==> src/rtl/hdqm_pkg.sv <==
package hdqm_pkg;

  typedef enum logic [1:0] {
    OP_BRK,
    OP_WR,
    OP_RD
  } hdq_op_e;

  typedef enum logic [2:0] {
    E_IDLE,
    E_BRK_LOW,
    E_BRK_REC,
    E_TX_LOW,
    E_TX_REL,
    E_RX_WAIT,
    E_RX_LOW
  } eng_st_e;

  // word indices (byte offset / 4)
  localparam int W_REV  = 0;
  localparam int W_TX   = 1;
  localparam int W_RX   = 2;
  localparam int W_CTRL = 3;
  localparam int W_INT  = 4;
  localparam int W_SCFG = 5;
  localparam int W_SSTA = 6;

  // control bit positions
  localparam int CB_MODE  = 0;
  localparam int CB_DIR   = 1;
  localparam int CB_INIT  = 2;
  localparam int CB_GO    = 4;
  localparam int CB_CLKEN = 5;
  localparam int CB_IE    = 6;

  // system configuration bit positions
  localparam int SB_IDLE = 0;
  localparam int SB_SRST = 1;

endpackage

==> src/rtl/hdqm_regs.sv <==
module hdqm_regs
  import hdqm_pkg::*;
#(
  parameter int ADDR_W    = 5,
  parameter int REV_MAJOR = 1,
  parameter int REV_MINOR = 2,
  parameter int RST_CYC   = 8
) (
  input  logic              clk,
  input  logic              rst,
  input  logic              wr_en,
  input  logic              rd_en,
  input  logic [ADDR_W-1:0] addr,
  input  logic [31:0]       wdata,
  output logic [31:0]       rdata,
  output logic              irq,
  output logic              start,
  output hdq_op_e           op,
  output logic [7:0]        tx_byte,
  output logic              srst_busy,
  input  logic              evt_tx,
  input  logic              evt_rx,
  input  logic              evt_to,
  input  logic [7:0]        rx_byte
);

  localparam int WI_W = ADDR_W - 2;
  localparam int RC_W = $clog2(RST_CYC + 1);

  logic [WI_W-1:0] widx;
  logic            aligned;
  logic [RC_W-1:0] srst_cnt;
  logic            srst_act, srst_wr, wr_ctrl, go_ok, rd_int, evt_any;
  logic            mode_q, dir_q, init_q, go_q, clken_q, ie_q, idle_q;
  logic [2:0]      flags_q, flags_d;
  logic            ie_d;
  logic [7:0]      rx_q;
  logic            unused_bits;

  assign widx        = addr[ADDR_W-1:2];
  assign aligned     = (addr[1:0] == 2'b00);
  assign srst_act    = (srst_cnt != '0);
  assign srst_busy   = srst_act;
  assign evt_any     = evt_tx | evt_rx | evt_to;
  assign unused_bits = ^{wdata[31:8], wdata[3]};

  always_comb begin
    srst_wr = wr_en && aligned && !srst_act && (widx == WI_W'(W_SCFG)) && wdata[SB_SRST];
    wr_ctrl = wr_en && aligned && !srst_act && (widx == WI_W'(W_CTRL));
    go_ok   = wr_ctrl && !go_q && wdata[CB_GO] && wdata[CB_CLKEN];
    rd_int  = rd_en && aligned && (widx == WI_W'(W_INT));
    if (srst_act || srst_wr) begin
      flags_d = '0;
      ie_d    = 1'b0;
    end else begin
      flags_d = (rd_int ? 3'b000 : flags_q) | {evt_tx, evt_rx, evt_to};
      ie_d    = wr_ctrl ? wdata[CB_IE] : ie_q;
    end
  end

  always_ff @(posedge clk) begin
    if (rst) begin
      srst_cnt <= '0;
      mode_q   <= 1'b0;
      dir_q    <= 1'b0;
      init_q   <= 1'b0;
      go_q     <= 1'b0;
      clken_q  <= 1'b0;
      ie_q     <= 1'b0;
      idle_q   <= 1'b0;
      flags_q  <= '0;
      irq      <= 1'b0;
      start    <= 1'b0;
      op       <= OP_WR;
      tx_byte  <= '0;
      rx_q     <= '0;
      rdata    <= '0;
    end else begin
      start   <= go_ok;
      flags_q <= flags_d;
      ie_q    <= ie_d;
      irq     <= ie_d & (|flags_d);

      if (srst_wr)       srst_cnt <= RC_W'(RST_CYC);
      else if (srst_act) srst_cnt <= srst_cnt - 1'b1;

      if (srst_wr || srst_act) begin
        mode_q  <= 1'b0;
        dir_q   <= 1'b0;
        init_q  <= 1'b0;
        go_q    <= 1'b0;
        clken_q <= 1'b0;
        idle_q  <= 1'b0;
        tx_byte <= '0;
        rx_q    <= '0;
      end else begin
        if (wr_en && aligned && widx == WI_W'(W_SCFG)) idle_q <= wdata[SB_IDLE];
        if (wr_en && aligned && widx == WI_W'(W_TX))   tx_byte <= wdata[7:0];
        if (wr_ctrl) begin
          mode_q  <= wdata[CB_MODE];
          clken_q <= wdata[CB_CLKEN];
          if (!go_q) begin
            dir_q  <= wdata[CB_DIR];
            init_q <= wdata[CB_INIT];
          end
        end
        if (go_ok) begin
          go_q <= 1'b1;
          if (wdata[CB_INIT])     op <= OP_BRK;
          else if (wdata[CB_DIR]) op <= OP_RD;
          else                    op <= OP_WR;
        end
        if (evt_any) begin
          go_q   <= 1'b0;
          init_q <= 1'b0;
        end
        if (evt_rx) rx_q <= rx_byte;
      end

      if (rd_en) begin
        if (!aligned) rdata <= '0;
        else begin
          case (widx)
            WI_W'(W_REV):  rdata <= {24'd0, 4'(REV_MAJOR), 4'(REV_MINOR)};
            WI_W'(W_TX):   rdata <= {24'd0, tx_byte};
            WI_W'(W_RX):   rdata <= {24'd0, rx_q};
            WI_W'(W_CTRL): rdata <= {25'd0, ie_q, clken_q, go_q, 1'b0, init_q, dir_q, mode_q};
            WI_W'(W_INT):  rdata <= {29'd0, flags_q};
            WI_W'(W_SCFG): rdata <= {31'd0, idle_q};
            WI_W'(W_SSTA): rdata <= {31'd0, !srst_act};
            default:       rdata <= '0;
          endcase
        end
      end
    end
  end

endmodule

==> src/rtl/hdqm_engine.sv <==
module hdqm_engine
  import hdqm_pkg::*;
#(
  parameter int CLK_DIV   = 50,
  parameter int BRK_LOW_T = 190,
  parameter int BRK_REC_T = 40,
  parameter int SLOT_T    = 190,
  parameter int ONE_T     = 40,
  parameter int ZERO_T    = 120,
  parameter int RX_THR_T  = 80,
  parameter int RX_WIN_T  = 320,
  parameter int SYNC_N    = 2
) (
  input  logic       clk,
  input  logic       rst,
  input  logic       start,
  input  hdq_op_e    op,
  input  logic [7:0] tx_byte,
  input  logic       line_in,
  output logic       drive_low,
  output logic       busy,
  output logic       evt_tx,
  output logic       evt_rx,
  output logic       evt_to,
  output logic [7:0] rx_byte
);

  localparam int BRK_LOW_C = BRK_LOW_T * CLK_DIV;
  localparam int BRK_REC_C = BRK_REC_T * CLK_DIV;
  localparam int SLOT_C    = SLOT_T * CLK_DIV;
  localparam int ONE_C     = ONE_T * CLK_DIV;
  localparam int ZERO_C    = ZERO_T * CLK_DIV;
  localparam int RX_THR_C  = RX_THR_T * CLK_DIV;
  localparam int RX_WIN_C  = RX_WIN_T * CLK_DIV;
  localparam int TOP_C = (BRK_LOW_C > SLOT_C) ?
                         ((BRK_LOW_C > RX_WIN_C) ? BRK_LOW_C : RX_WIN_C) :
                         ((SLOT_C > RX_WIN_C) ? SLOT_C : RX_WIN_C);
  localparam int TMR_W = $clog2(TOP_C + 1);

  eng_st_e           st;
  logic [TMR_W-1:0]  tmr;
  logic [2:0]        bitn;
  logic [7:0]        shreg;
  logic [SYNC_N-1:0] sync_q;
  logic              prev_q, line_s, fall, rx_bit;
  logic [7:0]        rx_next;

  function automatic logic [TMR_W-1:0] low_ld(input logic b);
    return b ? TMR_W'(ONE_C - 1) : TMR_W'(ZERO_C - 1);
  endfunction

  function automatic logic [TMR_W-1:0] rel_ld(input logic b);
    return b ? TMR_W'(SLOT_C - ONE_C - 1) : TMR_W'(SLOT_C - ZERO_C - 1);
  endfunction

  assign line_s = sync_q[SYNC_N-1];
  assign busy   = (st != E_IDLE);

  always_comb begin
    fall    = prev_q & ~line_s;
    rx_bit  = (tmr < TMR_W'(RX_THR_C));
    rx_next = {rx_bit, shreg[7:1]};
  end

  always_ff @(posedge clk) begin
    if (rst) begin
      st        <= E_IDLE;
      tmr       <= '0;
      bitn      <= '0;
      shreg     <= '0;
      sync_q    <= '1;
      prev_q    <= 1'b1;
      drive_low <= 1'b0;
      evt_tx    <= 1'b0;
      evt_rx    <= 1'b0;
      evt_to    <= 1'b0;
      rx_byte   <= '0;
    end else begin
      sync_q <= {sync_q[SYNC_N-2:0], line_in};
      prev_q <= line_s;
      evt_tx <= 1'b0;
      evt_rx <= 1'b0;
      evt_to <= 1'b0;
      case (st)
        E_IDLE: if (start) begin
          bitn <= '0;
          case (op)
            OP_BRK: begin
              st        <= E_BRK_LOW;
              tmr       <= TMR_W'(BRK_LOW_C - 1);
              drive_low <= 1'b1;
            end
            OP_WR: begin
              st        <= E_TX_LOW;
              shreg     <= tx_byte;
              tmr       <= low_ld(tx_byte[0]);
              drive_low <= 1'b1;
            end
            default: begin
              st  <= E_RX_WAIT;
              tmr <= TMR_W'(RX_WIN_C - 1);
            end
          endcase
        end
        E_BRK_LOW: begin
          if (tmr == '0) begin
            st        <= E_BRK_REC;
            tmr       <= TMR_W'(BRK_REC_C - 1);
            drive_low <= 1'b0;
          end else tmr <= tmr - 1'b1;
        end
        E_BRK_REC: begin
          if (tmr == '0) begin
            st     <= E_IDLE;
            evt_to <= 1'b1;
          end else tmr <= tmr - 1'b1;
        end
        E_TX_LOW: begin
          if (tmr == '0) begin
            st        <= E_TX_REL;
            tmr       <= rel_ld(shreg[0]);
            drive_low <= 1'b0;
          end else tmr <= tmr - 1'b1;
        end
        E_TX_REL: begin
          if (tmr == '0) begin
            if (bitn == 3'd7) begin
              st     <= E_IDLE;
              evt_tx <= 1'b1;
            end else begin
              bitn      <= bitn + 1'b1;
              shreg     <= {1'b0, shreg[7:1]};
              st        <= E_TX_LOW;
              tmr       <= low_ld(shreg[1]);
              drive_low <= 1'b1;
            end
          end else tmr <= tmr - 1'b1;
        end
        E_RX_WAIT: begin
          if (fall) begin
            st  <= E_RX_LOW;
            tmr <= TMR_W'(1);
          end else if (tmr == '0) begin
            st     <= E_IDLE;
            evt_to <= 1'b1;
          end else tmr <= tmr - 1'b1;
        end
        E_RX_LOW: begin
          if (line_s) begin
            shreg <= rx_next;
            if (bitn == 3'd7) begin
              st      <= E_IDLE;
              evt_rx  <= 1'b1;
              rx_byte <= rx_next;
            end else begin
              bitn <= bitn + 1'b1;
              st   <= E_RX_WAIT;
              tmr  <= TMR_W'(RX_WIN_C - 1);
            end
          end else if (tmr == TMR_W'(RX_WIN_C)) begin
            st     <= E_IDLE;
            evt_to <= 1'b1;
          end else tmr <= tmr + 1'b1;
        end
        default: st <= E_IDLE;
      endcase
    end
  end

endmodule

==> src/rtl/hdqm_top.sv <==
module hdqm_top
  import hdqm_pkg::*;
#(
  parameter int ADDR_W    = 5,
  parameter int REV_MAJOR = 1,
  parameter int REV_MINOR = 2,
  parameter int RST_CYC   = 8,
  parameter int CLK_DIV   = 50,
  parameter int BRK_LOW_T = 190,
  parameter int BRK_REC_T = 40,
  parameter int SLOT_T    = 190,
  parameter int ONE_T     = 40,
  parameter int ZERO_T    = 120,
  parameter int RX_THR_T  = 80,
  parameter int RX_WIN_T  = 320,
  parameter int SYNC_N    = 2
) (
  input  logic              clk,
  input  logic              rst,
  input  logic              wr_en,
  input  logic              rd_en,
  input  logic [ADDR_W-1:0] addr,
  input  logic [31:0]       wdata,
  output logic [31:0]       rdata,
  output logic              irq,
  input  logic              line_in,
  output logic              line_drive_low
);

  logic       eng_start, eng_busy, eng_rst, srst_busy;
  logic       evt_tx, evt_rx, evt_to;
  hdq_op_e    eng_op;
  logic [7:0] tx_byte, rx_byte;

  assign eng_rst = rst | srst_busy;

  hdqm_regs #(
    .ADDR_W(ADDR_W), .REV_MAJOR(REV_MAJOR), .REV_MINOR(REV_MINOR), .RST_CYC(RST_CYC)
  ) u_regs (
    .clk(clk), .rst(rst), .wr_en(wr_en), .rd_en(rd_en), .addr(addr), .wdata(wdata),
    .rdata(rdata), .irq(irq), .start(eng_start), .op(eng_op), .tx_byte(tx_byte),
    .srst_busy(srst_busy), .evt_tx(evt_tx), .evt_rx(evt_rx), .evt_to(evt_to),
    .rx_byte(rx_byte)
  );

  hdqm_engine #(
    .CLK_DIV(CLK_DIV), .BRK_LOW_T(BRK_LOW_T), .BRK_REC_T(BRK_REC_T), .SLOT_T(SLOT_T),
    .ONE_T(ONE_T), .ZERO_T(ZERO_T), .RX_THR_T(RX_THR_T), .RX_WIN_T(RX_WIN_T),
    .SYNC_N(SYNC_N)
  ) u_eng (
    .clk(clk), .rst(eng_rst), .start(eng_start), .op(eng_op), .tx_byte(tx_byte),
    .line_in(line_in), .drive_low(line_drive_low), .busy(eng_busy),
    .evt_tx(evt_tx), .evt_rx(evt_rx), .evt_to(evt_to), .rx_byte(rx_byte)
  );

endmodule

==> config.mk <==
export PLATFORM = sky130hd
export DESIGN_NAME = hdqm_top
export DESIGN_NICKNAME = d
export VERILOG_FILES = /design/src/rtl/hdqm_pkg.sv /design/src/rtl/hdqm_regs.sv /design/src/rtl/hdqm_engine.sv /design/src/rtl/hdqm_top.sv
export SDC_FILE = /design/constraint.sdc
export NUM_CORES = 1
export LEC_CHECK = 0
export BUFFER_PORTS_ARGS = -buffer_cell sky130_fd_sc_hd__buf_4
export CORE_AREA = 2 2 99 101
export DETAILED_ROUTE_END_ITERATION = 7
export DIE_AREA = 0 0 101 103
export PLACE_DENSITY_LB_ADDON = 0.08
export SLEW_MARGIN = 20
export SYNTH_ARGS = -nofsm -noshare
export SYNTH_HDL_FRONTEND = slang
export SYNTH_SLANG_ARGS = --single-unit
export TNS_END_PERCENT = 20
==> constraint.sdc <==
create_clock -name clk -period 3.05 [get_ports clk]
set_input_delay 0.7625 -clock clk [delete_from_list [all_inputs] [get_ports clk]]
set_output_delay 0.7625 -clock clk [all_outputs]
set_load 0.02 [all_outputs]
# Word-level counts from Yosys, hierarchy flattened
# Index checks and enable logic that the tools add are counted.
# W data, S select, Z words.
# word_totals
word_cells,173
register_bits,109
output_inout_bits,34
input_bits,42
# op_classes
order_cmp,1
n_mux,60
reduce_logical,41
eq_ne,28
bitwise,12
addsub,4
# ops
operator,count
$mux W14,10
$pmux W14 S7,1
$pmux W8 S7,1
$mux W3,15
$mux W8,5
$mux W13,3
$mux W32,1
$pmux W14 S2,1
$pmux W8 S3,1
$eq A3 B3 Y1 const B,7
$pmux W3 S7,1
$add A14 B1 Y14 const B,1
$eq A14 B14 Y1 const B,1
$logic_not A14 Y1,1
$lt A14 B12 Y1 const B,1
$sub A14 B1 Y14 const B,1
$eq A3 B2 Y1 const B,4
$logic_and A1 B1 Y1,12
$mux W1,12
$reduce_and A6 Y1,2
$reduce_or A3 Y1,4
$ne A2 B1 Y1 const B,5
$reduce_and A5 Y1,2
$pmux W3 S3,1
28 further kinds,53

# Longest topological paths before layout
# logic_depth
word_depth,9
depth_mapped,14
mapped_depth_nobuf,11

# Modules after synthesis
# Synthesis repeated with hierarchy kept, for this count alone.
# hier_totals
cells_unflattened,628
area_unflattened_um2,5026.1
# modules_own_cells
module,area_each_um2,cells_each,seq_area_each_um2,instances
hdqm_engine,2975.4,406,860.8,1
hdqm_regs,2044.5,221,840.8,1
hdqm_top,6.3,1,0.0,1

# Worst setup path before layout
# Ideal clock, no wire load.
# synth_timing
kind,reg-to-reg
start,register u_eng.tmr[0]
end,register u_eng.tmr[0]
arrival_time_ps,2416
synth_period_minus_slack_ps,2548
slack_ps,502
t_required_ps,2918
setup_ps,132
path_stages_with_launch,14
path_cell_list,dfxtp_1 > inv_1 > ha_1 > nor3b_1 > and4_1 > buf_4 > inv_2 > buf_6 > buf_6 > ha_1 > o41ai_1 > a32oi_1 > o211ai_1 > a21oi_1
# synth_between
elab_chain_cells,4
word_cells_on_any_way,15
classes_between,add/sub: 2; eq/ne: 3; mux: 8; reduce/logical: 2
# synth_lines
item,line_no,source
start: declaration,hdqm_engine.sv:41,logic [TMR_W-1:0] tmr;
start signal: assignment,hdqm_engine.sv:90,tmr <= TMR_W'(BRK_LOW_C - 1);
start signal: assignment,hdqm_engine.sv:96,tmr <= low_ld(tx_byte[0]);
start signal: assignment,hdqm_engine.sv:101,tmr <= TMR_W'(RX_WIN_C - 1);
$add A14 B1 Y14 (tied with other cells),hdqm_engine.sv:163,end else tmr <= tmr + 1'b1;
"$mux W14, on equally long branches","hdqm_engine.sv:160, hdqm_engine.sv:113, hdqm_engine.sv:143",
"$mux W14, on equally long branches","hdqm_engine.sv:149, hdqm_engine.sv:140",
$pmux W14 S7,hdqm_engine.sv:84,case (st)
# Parallel ways exist; a longest one is shown, timed or not. The select of a mux whose other input is x is not followed.
# A chain may end at the register's enable or synchronous reset.

# Worst setup path in the final report
# layout_timing
start,register u_eng.tmr[1]
end,register u_eng.tmr[0]
# layout_between
elab_chain_cells,4
word_cells_on_any_way,11
classes_between,eq/ne: 3; mux: 6; reduce/logical: 2
# layout_lines
item,line_no
$logic_not A14 Y1,-
$mux W14 (2 in series),-
$pmux W14 S7,hdqm_engine.sv:84
# Parallel ways exist; a longest one is shown, timed or not.

==> flow_metrics.py <==
metrics = {
    "status": {
        "run_status": "complete, no violations",
    },
    "clock_network": {
        "cts_max_level": 3,
        "clock-sinks": 85,
        "worst_setup_hold_path_clk_slew_ns": 0.10,
        "insertion_delay_ns": 0.35,
        "cts_setup_buffers": 0,
        "cts_buffer_depth": 2,
        "cts_made_buffers": 9,
        "clock_tree_from_tritoncts": "done",
        "cts_root_buffer": "sky130_fd_sc_hd__clkbuf_8",
    },
    "sta": {
        "fmax_mhz": 365,
        "relSlewSlack_pct": 45.3,
        "rsz0062_at_grt": "false",
        "setup-violations-final": 0,
        "finalWorstPathRequiredPeriod_ns": 2.74,
        "tns_ns": 0,
        "number_of_failing_hold_endpoints_at_the_final_stage": 0,
        "timing.final.crit_share_pct": 89.9,
        "report.final.slew_viol_count": 0,
        "slew_at_the_pin_with_the_worst_max_slew_slack_ns": 0.815,
        "skew_ns": 0.0112,
    },
    "die": {
        "floorplan.initialDensity_pct": 52.9,
        "floorplan.die.width_um": 101,
        "io_pins": 76,
        "fp.coreArea_um2": 9460,
        "die_height_um": 103,
        "rows": 36,
        "dieArea_um2": 10400,
    },
    "logic_synthesis": {
        "register_bit_total_from_synthesis": 85,
        "syn-mean-instance-area_um2": 8.18,
        "post-synth-top-count-cell": "sky130_fd_sc_hd__dfxtp_1",
        "edff_count_synth": 0,
        "dominantRegCellSynth": "sky130_fd_sc_hd__dfxtp_1",
        "synthesis.instances": 612,
        "synthArstFlopShare_pct": 0,
        "ys_seq_area_share_pct": 34.0,
        "post_synth_main_area_contributors": "sky130_fd_sc_hd__dfxtp_1, sky130_fd_sc_hd__mux2i_1, sky130_fd_sc_hd__nor2_1, sky130_fd_sc_hd__a21oi_1, sky130_fd_sc_hd__buf_4",
        "commonest_cells_in_the_netlist": "sky130_fd_sc_hd__dfxtp_1, sky130_fd_sc_hd__nor2_1, sky130_fd_sc_hd__a21oi_1, sky130_fd_sc_hd__nand2_1",
        "yosysTopAreaCellShare_pct": 34.0,
        "yosysUniqueCellTypes": 72,
        "synth_top_area_cell": "sky130_fd_sc_hd__dfxtp_1",
        "synth.cell_area_um2": 5000,
        "ys_warn_count": 0,
    },
    "pwr": {
        "worst_supply_voltage_drop_on_vdd_mv": 0.279,
        "total_leakage_power_nw": 2.11,
        "power.density_nw_per_um2": 480,
    },
    "layout": {
        "number_of_nets_in_the_finished_design": 675,
        "final.fill_count": 886,
        "insertedDiodeCount": 0,
        "area.growth.synth_to_final_pct": 8.75,
        "finalNonFillerCells": 745,
        "utilization_pct": 57.5,
        "layout-drive-gt1-share_pct": 14.1,
    },
    "global_routing": {
        "global_route_wire_length_before_repair_mm": 20.0,
        "grt_start_max_net_pins": 30,
        "number_of_global_route_vias_before_repair": 3959,
        "antenna_found_initial": 0,
        "grt_remaining_overflow": 0,
        "grt.total_usage_pct": 24.4,
    },
    "min_path": {
        "hold_path_depth": 1,
        "worstHoldStart": "u_eng.sync_q[0]",
        "timing.hold.worst_endpoint": "u_eng.sync_q[1]",
        "hold_class": "flip-flop to flip-flop",
    },
    "route": {
        "vias_per_cell": 5.97,
        "route.vias.total": 4451,
        "drt_drc_violations_left": 0,
        "wl_per_cell_um": 16.9,
        "detailedRoute.firstPassIterationCount": 5,
        "wl_mm": 12.6,
        "drt_first_iter_violations": 193,
        "antenna_violating_nets_post_route": 0,
    },
    "placement": {
        "io_buffers": 27,
        "place_inst": 729,
        "place.detailed.hpwl_mm": 9.16,
        "finalWeightedCongestion": 0.886,
    },
    "flow_run": {
        "maxCapViolations": 0,
    },
    "setup_path": {
        "worst_setup_end_kind": "flip-flop",
        "critPathLaunchType": "flip-flop",
        "crit_type": "flip-flop to flip-flop",
        "r2r-start": "u_eng.tmr[1]",
        "reg2reg_depth": 10,
        "worstReg2RegEnd": "u_eng.tmr[0]",
        "timing.critical_path.arrival_ns": 2.98,
        "timing.critical_path.fanout_max": 8,
        "r2r_setup_slack_ns": 0.31,
        "required_worst_endpoint_ns": 3.29,
    },
}
==> critical path: stages (launching register included) <==
cell and delay [ns]:
sky130_fd_sc_hd__dfxtp_1 0.40, sky130_fd_sc_hd__inv_1 0.11, sky130_fd_sc_hd__ha_1 0.22, sky130_fd_sc_hd__nor3b_1 0.29, sky130_fd_sc_hd__and4_1 0.50, sky130_fd_sc_hd__inv_2 0.16
sky130_fd_sc_hd__ha_1 0.34, sky130_fd_sc_hd__o41ai_1 0.32, sky130_fd_sc_hd__a32oi_1 0.10, sky130_fd_sc_hd__o211ai_1 0.11, sky130_fd_sc_hd__a21oi_1 0.08
==> what timing repair did <==
| item | CTS | global route |
|---|---|---|
| gates resized for setup | 0 | 1 |
| endpoints found under the setup margin | 0 | 3 |
| hold buffers | 0 | 0 |
==> through the flow <==
stage | instance area (um2) | worst slack [ns] | hold slack, ns | power (W)
after global routing | 5440 | 0.0343 | 0.445 | 0.00273
after floorplan | 5090 | 0.502 | 0.386 | 0.00157
final | 5440 | 0.307 | 0.422 | 0.00261
after CTS | 5440 | 0.200 | 0.417 | 0.00264
after global placement | 5210 | 0.289 | 0.393 | 0.00170
after detailed placement | 5210 | 0.244 | 0.393 | 0.00171
==> area by class of cell <==
cell class | count | area, um2 | area share, %
clock inverter | 7 | 104 | 1.91
inverter | 14 | 52.6 | 0.966
timing repair buffer | 50 | 375 | 6.90
tap | 114 | 143 | 2.62
sequential | 85 | 1700 | 31.3
clock buffer | 9 | 124 | 2.28
multi-input combinational | 466 | 2940 | 54.1
==> flip-flops by register name (all words and copies together) (netlist names), 2 cells and up <==
name	count
u_regs.rdata	8
u_regs.rx_q	8
u_regs.op	2
u_eng.st	3
u_eng.tmr	14
u_regs.flags_q	3
u_regs.srst_cnt	4
u_regs.tx_byte	8
u_eng.bitn	3
u_eng.sync_q	2
u_eng.rx_byte	8
u_eng.shreg	8
==> power breakdown <==
part	total, W	switching [W]	internal (W)	leakage (nW)
clock network	0.000923	0.000450	0.000473	0.108
logic	0.000513	0.000339	0.000174	1.32
registers	0.00117	0.0000326	0.00114	0.686
total	0.00261	0.000821	0.00179	2.11
==> cells by family after synthesis <==
logic type	after synthesis	synth area share, %
and+or+nand+nor	217	22.1
AOI/OAI and AO/OA	165	22.9
DFF	85	34.0
buffers and inverters	84	8.97
muxes	35	7.10
xor gates and xnor gates	18	3.15
adders and majority gates	7	1.75
other	1	0.0749
==> how the worst max path moves through the flow <==
stage | end | cells after the start | from
finish | u_eng.tmr[0] | 10 | u_eng.tmr[1]
global route | u_eng.tmr[0] | 10 | u_eng.tmr[1]
CTS | u_eng.tmr[4] | 8 | u_eng.tmr[1]
detailed placement | u_eng.tmr[4] | 8 | u_eng.tmr[1]
global placement | u_eng.tmr[4] | 8 | u_eng.tmr[1]
floorplan | u_eng.tmr[0] | 13 | u_eng.tmr[0]
==> routing by layer <==
layer  global-route usage [%]  wire, um  up-vias  part of all wire (%)
met2                     43.4      6290      134                    50
met5                        0         0        -                     0
met1                     30.7      5420     2106                    43
li1                         -         -     2190                     -
met4                     7.07       192        0                   1.5
met3                     3.66       698       21                   5.5
==> cells in the final DEF (no fill, tap or decap), types with 13 or more instances in the layout <==
cell type and instances:
sky130_fd_sc_hd__a211oi_1 16, sky130_fd_sc_hd__dfxtp_1 85, sky130_fd_sc_hd__mux2i_1 31, sky130_fd_sc_hd__a22oi_1 13, sky130_fd_sc_hd__conb_1 24, sky130_fd_sc_hd__nand2b_1 15
sky130_fd_sc_hd__nor2_1 71, sky130_fd_sc_hd__a21oi_1 43, sky130_fd_sc_hd__nand2_1 43, sky130_fd_sc_hd__o21ai_0 31, sky130_fd_sc_hd__buf_4 50, sky130_fd_sc_hd__nand3_1 17
Power figures use the tool's default switching activity.
